`src/rtl/decade_pkg.sv`:
```
package decade_pkg;
  // Strobes from the control decoder to the datapath; at most one is set.
  typedef struct packed {
    logic clr;   // clear request (sync mode) or live clear level (async mode)
    logic ld;    // take the preset value
    logic inc;   // advance by one
  } ctrl_strobe_t;
endpackage

```
`src/rtl/decade_ctrl.sv`:
```
module decade_ctrl
  import decade_pkg::*;
(
  input  logic         clearN,
  input  logic         loadN,
  input  logic         enableP,
  input  logic         enableT,
  output ctrl_strobe_t strobes
);
  // Fixed priority: clear over preset over count.
  always_comb begin
    strobes     = '0;
    strobes.clr = !clearN;
    if (clearN) begin
      if (!loadN)                   strobes.ld  = 1'b1;
      else if (enableP && enableT)  strobes.inc = 1'b1;
    end
  end
endmodule

```
`src/rtl/decade_dp.sv`:
```
module decade_dp
  import decade_pkg::*;
#(
  parameter int  DIGIT_W     = 4,
  parameter int  TERMINAL    = 9,
  parameter bit  ASYNC_CLEAR = 1'b0
) (
  input  logic               clk,
  input  ctrl_strobe_t       strobes,
  input  logic [DIGIT_W-1:0] preset,
  input  logic               enableT,
  output logic [DIGIT_W-1:0] count,
  output logic               carryOut
);
  localparam logic [DIGIT_W-1:0] TermVal = DIGIT_W'(TERMINAL);

  logic [DIGIT_W-1:0] countQ;
  logic [DIGIT_W-1:0] nextCount;
  logic               atTerm;
  logic               clrNow;

  assign clrNow = strobes.clr;
  assign atTerm = (countQ == TermVal);

  always_comb begin
    if (clrNow)           nextCount = '0;
    else if (strobes.ld)  nextCount = preset;
    else if (strobes.inc) nextCount = atTerm ? '0 : countQ + 1'b1;
    else                  nextCount = countQ;
  end

  generate
    if (ASYNC_CLEAR) begin : g_async_clr
      always_ff @(posedge clk or posedge clrNow) begin
        if (clrNow) countQ <= '0;
        else        countQ <= nextCount;
      end
    end else begin : g_sync_clr
      always_ff @(posedge clk) begin
        countQ <= nextCount;
      end
    end
  endgenerate

  assign count    = countQ;
  assign carryOut = enableT && atTerm;

  p_load_r3: assert property (@(posedge clk) disable iff (clrNow)
    strobes.ld |=> (count == $past(preset)));

  p_step_r4: assert property (@(posedge clk) disable iff (clrNow)
    (strobes.inc && count < TermVal) |=> (count == $past(count) + 1'b1));

  p_hold_r5: assert property (@(posedge clk) disable iff (clrNow)
    (!strobes.ld && !strobes.inc) |=> $stable(count));

  p_wrap_r6: assert property (@(posedge clk) disable iff (clrNow)
    (strobes.inc && count == TermVal) |=> (count == '0));
endmodule

```
`src/rtl/decade_stage.sv`:
```
module decade_stage
  import decade_pkg::*;
#(
  parameter int DIGIT_W     = 4,
  parameter int TERMINAL    = 9,
  parameter bit ASYNC_CLEAR = 1'b0
) (
  input  logic               clk,
  input  logic               clearN,
  input  logic               loadN,
  input  logic [DIGIT_W-1:0] preset,
  input  logic               enableP,
  input  logic               enableT,
  output logic [DIGIT_W-1:0] count,
  output logic               carryOut
);
  ctrl_strobe_t strobes;

  decade_ctrl u_ctrl (
    .clearN  (clearN),
    .loadN   (loadN),
    .enableP (enableP),
    .enableT (enableT),
    .strobes (strobes)
  );

  decade_dp #(
    .DIGIT_W     (DIGIT_W),
    .TERMINAL    (TERMINAL),
    .ASYNC_CLEAR (ASYNC_CLEAR)
  ) u_dp (
    .clk      (clk),
    .strobes  (strobes),
    .preset   (preset),
    .enableT  (enableT),
    .count    (count),
    .carryOut (carryOut)
  );

  p_carry_gate_r7: assert property (@(posedge clk) disable iff (!clearN)
    carryOut |-> (enableT && count == DIGIT_W'(TERMINAL)));
endmodule

```
`config.mk`:
```
export PLATFORM = sky130hd
export DESIGN_NAME = decade_stage
export DESIGN_NICKNAME = d
export VERILOG_FILES = /design/src/rtl/decade_pkg.sv /design/src/rtl/decade_ctrl.sv /design/src/rtl/decade_dp.sv /design/src/rtl/decade_stage.sv
export SDC_FILE = /design/constraint.sdc
export NUM_CORES = 1
export LEC_CHECK = 0
export BUFFER_PORTS_ARGS = -buffer_cell sky130_fd_sc_hd__buf_2
export CELL_PAD_IN_SITES_DETAIL_PLACEMENT = 1
export CELL_PAD_IN_SITES_GLOBAL_PLACEMENT = 2
export CORE_AREA = 2 2 39 41
export CTS_CLUSTER_DIAMETER = 40
export CTS_CLUSTER_SIZE = 40
export DETAILED_ROUTE_END_ITERATION = 6
export DIE_AREA = 0 0 41 43
export GPL_TIMING_DRIVEN = 0
export HOLD_SLACK_MARGIN = 0.08
export PLACE_DENSITY_LB_ADDON = 0.1
export SYNTH_ARGS = -nofsm -noshare
export SYNTH_HDL_FRONTEND = slang
export SYNTH_SLANG_ARGS = --single-unit
```
`constraint.sdc`:
```
create_clock -name clk -period 2.5 [get_ports clk]
set_input_delay 0.375 -clock clk [delete_from_list [all_inputs] [get_ports clk]]
set_output_delay 0.375 -clock clk [all_outputs]
set_load 0.02 [all_outputs]
```
# Yosys cells after proc, flatten, opt, wreduce, memory -nomap -nowiden
# Cells that the tools add are included.
# word_totals
in_bits	9
regBits	4
elab_cells	13
out_inout_bits	5
# classes
n_reduce_logical	3
n_mux	7
n_eq_ne	1
addsub	1
# ops
op	n
two-way mux 4 bit	3
adder 4 x 1 -> 4 bit (second input constant)	1
equality test 4 bit (second input constant)	1
two-way mux 1 bit	3
logical AND 1 bit	2
two-way mux 2 bit	1
nonzero test 2 bit	1

# Depth between registers and ports, before layout
# Gate-level depths: netlist of run 1.
# logic_depth
word_depth	6
depth_mapped	4
mapped_depth_nobuf	3

# Hierarchy
# A second synthesis of run 1 with hierarchy kept.
# hier_totals
hier_cells	32
hier_area_um2	267.8
# by_module_without_submodules
module	n_inst	cells_each	area_each_um2
decade_dp	1	29	249.0
decade_ctrl	1	3	18.8

# Worst setup path before layout of run 1
# No wires, ideal clock.
# synth_path
kind	flip-flop to output port
start	register u_dp.countQ[0] (netlist: u_dp.count[0])
end	output carryOut
arrival_time_ps	937
slack_ps	1188
stages_incl_launch_ff	3
path_cell_list	dfxtp_1 > nand4_1 > nor2_1
# synth_via
elab_chain_len	2
# synth_lines
element	line_no	source
from (decl)	decade_dp.sv:17	logic [DIGIT_W-1:0] countQ;
from (signal assigned)	decade_dp.sv:40	countQ <= nextCount;
equality test 4 bit	decade_dp.sv:23	assign atTerm = (countQ == TermVal);
logical AND 1 bit	decade_dp.sv:46	assign carryOut = enableT && atTerm;
to (decl)	decade_stage.sv:15	output logic carryOut
# Every way passes these cells.

# Worst setup path in the final report of run 1
# Same ends and word-level chain as after synthesis.

==> results.md, run 1 <==
* Run status: completed
* Met2 Resource Use GR at 15.9%
* Rows at 14
* Die width at 41 um
* Initial Utilization at 17.8%
* Largest net degree at the start of global routing at 10
* Met1 Use GR at 11.9%
* Clock sink count at 4
* Top Ports at 14
* Vias in the first global route at 324
* Post-synth top area cell: dfxtp_1
* Min Tclk post-route at 1440 ps
* Mux contribution to synthesized area at 0%
* Residual DRC at 0
* Antenna violations before repair at 0
* FF+latch count, synth at 4
* Post-Syn Nets at 41
* FMAX at 0.692 GHz
* Total GRT Usage at 11.0%
* Detailed-placement wirelength estimate at 583 um
* ANT nets after route at 0
* Clock transition at path regs at 40 ps
* Synth Area in Simple Gates at 28.9%
* Setup tns final at 0 ps
* RSZ-0062 raised after global routing: no
* Met3 usage in global routing at 3.66%
* Die Y at 43 um
* Busiest grt layer: met2
* Critical Path, Cell by Cell: nand4_1, nor2_1, buf_2
* Max FFs per register at 4
* Reg2Reg Setup Slack at 1340 ps
* Worst Setup End Kind: primary output
* # Post-CTS Setup Buffers at 0
* Worst slew pin tran at 262 ps
* Total CTS buffers at 3
* Final RePlAce weighted congestion at 0.622
* Avg WL per Cell at 11.9 um
* Root buf cell: clkbuf_4
* Worst rel slew slack at 82.5%
* Final wirelength at 752 um
* Syn Inst Count at 32
* Yosys warnings at 0
* Setup violations, final at 0
* Core area at 1380 um^2
* Via count at 303
* Global-route wire length before repair at 1280 um
* XOR/XNOR share of the synthesized area at 7.11%
* Top cells by count, synth: a21oi_1 (4), dfxtp_1 (4), nand2_1 (3), nand4_1 (3)
* Power density over the cells at 563 nW/um^2
* Via density at 4.81
* FF+latch area at 80.1 um^2
* Post-synthesis sequential area ratio at 32.5%
* Initial DRC Count at 0
* Lkg Pwr at 0.155 nW
* HP Class: input port to flip-flop
* MaxCap Viol Count at 0
* Area growth from synthesis to layout at 41.6%
* Largest stage delay on the critical path at 460 ps
* Netlist Area Pre-Place at 246 um^2
* CTS resizes at 0
* Post-Route Skew at 2.76 ps
* CP Max Fanout at 7
* Maximum vdd drop at 0.164 mV
* Antenna fix cells at 0
* EDFF count, synth at 0
* CTS Hold Buffers Added at 0
* Post-synth cell types at 18
* IO Port Bufs at 12
* Share of layout cells above drive strength 1 at 36.2%
* Crit path required time at 2120 ps
* Area of the multi-input gates at 154 um^2
* Final hold vios at 0
* Main area contributors after synthesis: dfxtp_1 (32%), a21oi_1 (8.1%), nand4_1 (7.6%)
* Post-synth ARST share at 0%
* Max clock buf depth at 2
* Final nets at 58
* Setup ws final at 1060 ps
* Router iterations before antenna repair at 1
* Synth Area per Inst at 7.70 um^2
* Main combinational cell family by area after synthesis: simple AND/OR/NAND/NOR gates
* Max-slew violation count at 0
* Compound-gate portion of the synthesized area at 26.4%
* Skew-Pair Late Insertion Delay at 240 ps
* H-Tree Depth at 1
* Share of the synthesized area in the top cell type at 32.5%
* Synth Area in Adders at 0%
* Top FF cell, synth: dfxtp_1
* CP arrival at 1070 ps
* Worst setup SP type: flip-flop
* Dpl ws at 1250 ps
* Slowest CP cell: dfxtp_1
* Total gr overflow at 0
* Full die area at 1760 um^2
* Period utilization at 57.8%
* Filler cells at 183
* CTS tree: built
* Crit path kind: flip-flop to primary output
logic make-up after synthesis:
logic type             count (synthesis)
buffers and inverters                  3
AND/OR/NAND/NOR                       13
XOR/XNOR                               2
flip-flops                             4
AO/OA/AOI/OAI                         10
cell type report:
type | instances | share of cell area (%)
Multi-Input combinational cell | 25 | 44.1
Sequential cell | 4 | 22.9
Timing Repair Buffer | 12 | 17.2
Clock buffer | 3 | 6.45
Tap cell | 16 | 5.73
Inverter | 2 | 2.15
Buffer | 1 | 1.43
where the power goes:
group,switching [mW],internal [mW]
logic,0.0213,0.0163
registers,0.00819,0.0692
clock network,0.0278,0.0538
worst max-delay path, delay by kind of cell (launching register included):
kind / cells / cell delay [ps]
flops: 1 / 460
buf+inv: 1 / 160
simple gates: 2 / 210
path summary, 6_finish.rpt:
| check | depth (start not counted) | end | from |
|---|---|---|---|
| max | 3 | carryOut | u_dp.count[0] |
| max reg2reg | 3 | u_dp.count[3] | u_dp.count[1] |
| min reg2reg | 2 | u_dp.count[1] | u_dp.count[1] |
| min | 3 | u_dp.count[0] | clearN |
routing by layer:
metal / part of all wire [%] / vias to the layer above
met3: 9.6 / 2
met2: 46 / 14
met5: 0 / -
li1: - / 146
met1: 43 / 141
met4: 1.3 / 0
layout by cell type, fill, tap and decap left out:
cell | synthesis | routed
o21ai_0 | 2 | 2
nand3b_1 | 1 | 1
nand3_1 | 1 | 1
dfxtp_1 | 4 | 4
or2b_1 | 2 | 2
buf_2 | 1 | 13
nand4_1 | 3 | 3
nor2_1 | 2 | 2
a31oi_1 | 1 | 1
nand2_1 | 3 | 3
a21oi_1 | 4 | 4
a211o_2 | 1 | 1
a211oi_1 | 1 | 1
xor2_1 | 1 | 1
o41a_1 | 1 | 1
clkbuf_4 | 0 | 3
inv_1 | 2 | 2
xnor2_1 | 1 | 1
nor2b_1 | 1 | 1
metrics by stage:
stage	instances	hold WS (ps)	utilization, %	area [um^2]	total power, mW
after floorplan	32	489	-	246	0.0982
after global placement	60	565	23.6	327	0.115
after CTS	63	397	25.2	349	0.201
final	63	399	25.2	349	0.196
after global routing	63	407	25.2	349	0.212
after detailed placement	60	566	23.6	327	0.116
Note: power is estimated with default switching activity, not from simulation.
==> inputs of run 2 (changes only) <==
- CORE_AREA: 2 2 39 41 -> not set
- CORE_UTILIZATION: not set -> 19
- DIE_AREA: 0 0 41 43 -> not set
- clock period: 2.5 -> 1.5 ns (I/O delays scaled with it)
==> results.md, run 2 (synthesis gave the netlist of run 1 again) <==
* IO Port Bufs at 12 (unchanged)
* Core area at 1160 um^2 (-16%)
* CP Max Fanout at 7 (unchanged)
* Clock transition at path regs at 40 ps (about the same)
* Total gr overflow at 0 (unchanged)
* Final hold vios at 0 (unchanged)
* Worst slew pin tran at 243 ps (-19.9 ps)
* Antenna violations before repair at 0 (unchanged)
* Die width at 38.0 um (-7.3%)
* Share of layout cells above drive strength 1 at 36.2% (unchanged)
* Hold_ws at 246 ps (-153 ps)
* Commonest non-fill, non-tap cell in the layout: buf_2
* Setup tns final at 0 ps (unchanged)
* Run status: completed
* Total Power at 320 uW (+63%)
* Initial DRC Count at 4 (+4)
* Largest net degree at the start of global routing at 10 (unchanged)
* # Post-CTS Setup Buffers at 0 (unchanged)
* Final core area utilization at 30.0% (+4.8 points)
* Worst rel slew slack at 83.8% (+1.3 points)
* Final nets at 58 (unchanged)
* Clock sink count at 4 (unchanged)
* Post-layout instance area at 347 um^2 (-0.72%)
* Max FFs per register at 4 (unchanged)
* Post-Route Skew at 3.27 ps (+0.511 ps)
* Full die area at 1450 um^2 (-18%)
* Final wirelength at 647 um (-14%)
* Root buf cell: clkbuf_4
* Worst Setup End Kind: primary output
* Rows at 12 (-2)
* Area growth from synthesis to layout at 40.6%
* Total CTS buffers at 3 (unchanged)
* Crit path kind: flip-flop to primary output
* Via density at 4.80 (-0.13%)
* Final RePlAce weighted congestion at 0.644 (+3.5%)
* CP arrival at 1050 ps (-20 ps)
* Via count at 293 (-3.3%)
* CTS tree: built
* Maximum vdd drop at 0.284 mV (+72%)
* Router iterations before antenna repair at 4 (+3)
* Detailed-placement wirelength estimate at 521 um (-11%)
* Placed instance area at 324 um^2 (-0.77%)
* CTS resizes at 0 (unchanged)
* MaxCap Viol Count at 0 (unchanged)
* Die Y at 38.0 um (-12%)
* Max clock buf depth at 2 (unchanged)
* Power density over the cells at 923 nW/um^2 (+64%)
* Initial Utilization at 21.3% (+3.5 points)
* Skew-Pair Late Insertion Delay at 230 ps (about the same)
* FMAX at 0.785 GHz
* Lkg Pwr at 0.155 nW (unchanged)
* Total GRT Usage at 10.9% (-0.095 points)
* CTS Hold Buffers Added at 0 (unchanged)
* Global-route wire length before repair at 1040 um (-18%)
* Min Tclk post-route at 1270 ps
* Residual DRC at 0 (unchanged)
* Avg WL per Cell at 10.6 um (-11%)
* Worst setup SP type: flip-flop
* ANT nets after route at 0 (unchanged)
* Period utilization at 85.0%
* Setup violations, final at 0 (unchanged)
* Most frequent cells in the layout: buf_2 (13), a21oi_1 (4), dfxtp_1 (4)
* H-Tree Depth at 1 (unchanged)
* Vias in the first global route at 264 (-19%)
* Max-slew violation count at 0 (unchanged)
* HP Class: input port to flip-flop
* Top Ports at 14 (unchanged)
* RSZ-0062 raised after global routing: no
* Antenna fix cells at 0 (unchanged)
* Crit path required time at 1270 ps (-850 ps)
## run 2: cell counts in the layout (fill, tap and decap cells not counted)
Identical to the previous run, type by type.
## run 2: worst max-delay path, stage by stage, from the launching register on
cell and delay, ps:
dfxtp_1 440, nand4_1 130, nor2_1 90, buf_2 160
## run 2: worst paths after layout
| path | slack, ps | cells past startpoint | start | endpoint |
|---|---|---|---|---|
| setup / recovery | 230 | 3 | u_dp.count[0] | carryOut |
| hold / removal | 250 | 3 | clearN | u_dp.count[0] |
| setup reg to reg | 330 | 3 | u_dp.count[1] | u_dp.count[3] |
| hold reg to reg | 570 | 2 | u_dp.count[1] | u_dp.count[1] |
## run 2: layer usage
metal | vias up | GRT usage [%] | wire length [um]
li1 | 146 | - | -
met4 | 0 | 10.7 | 7
met5 | - | 0 | 0
met2 | 10 | 16.1 | 299
met1 | 135 | 13.1 | 310
met3 | 2 | 1.74 | 30
## run 2: metrics by stage
stage | setup WS (ps) | cells
3_5_place_dp | 325 | 58
5_1_grt | 130 | 61
6_report | 225 | 61
2_1_floorplan | 284 | 32
3_3_place_gp | 359 | 58
4_1_cts | 198 | 61
## run 2: layout make-up
cell class	count	area, um^2
Tap cell	14	17.5
Clock buffer	3	22.5
Buffer	1	5.00
Sequential cell	4	80.1
Timing Repair Buffer	12	60.1
Fill cell	146	810
Multi-Input combinational cell	25	154
Inverter	2	7.51
## run 2: power breakdown
group	internal, mW	total [mW]	switching [mW]
logic	0.0272	0.0622	0.0349
registers	0.115	0.128	0.0123
clock network	0.0893	0.130	0.0408
total	0.232	0.320	0.0880
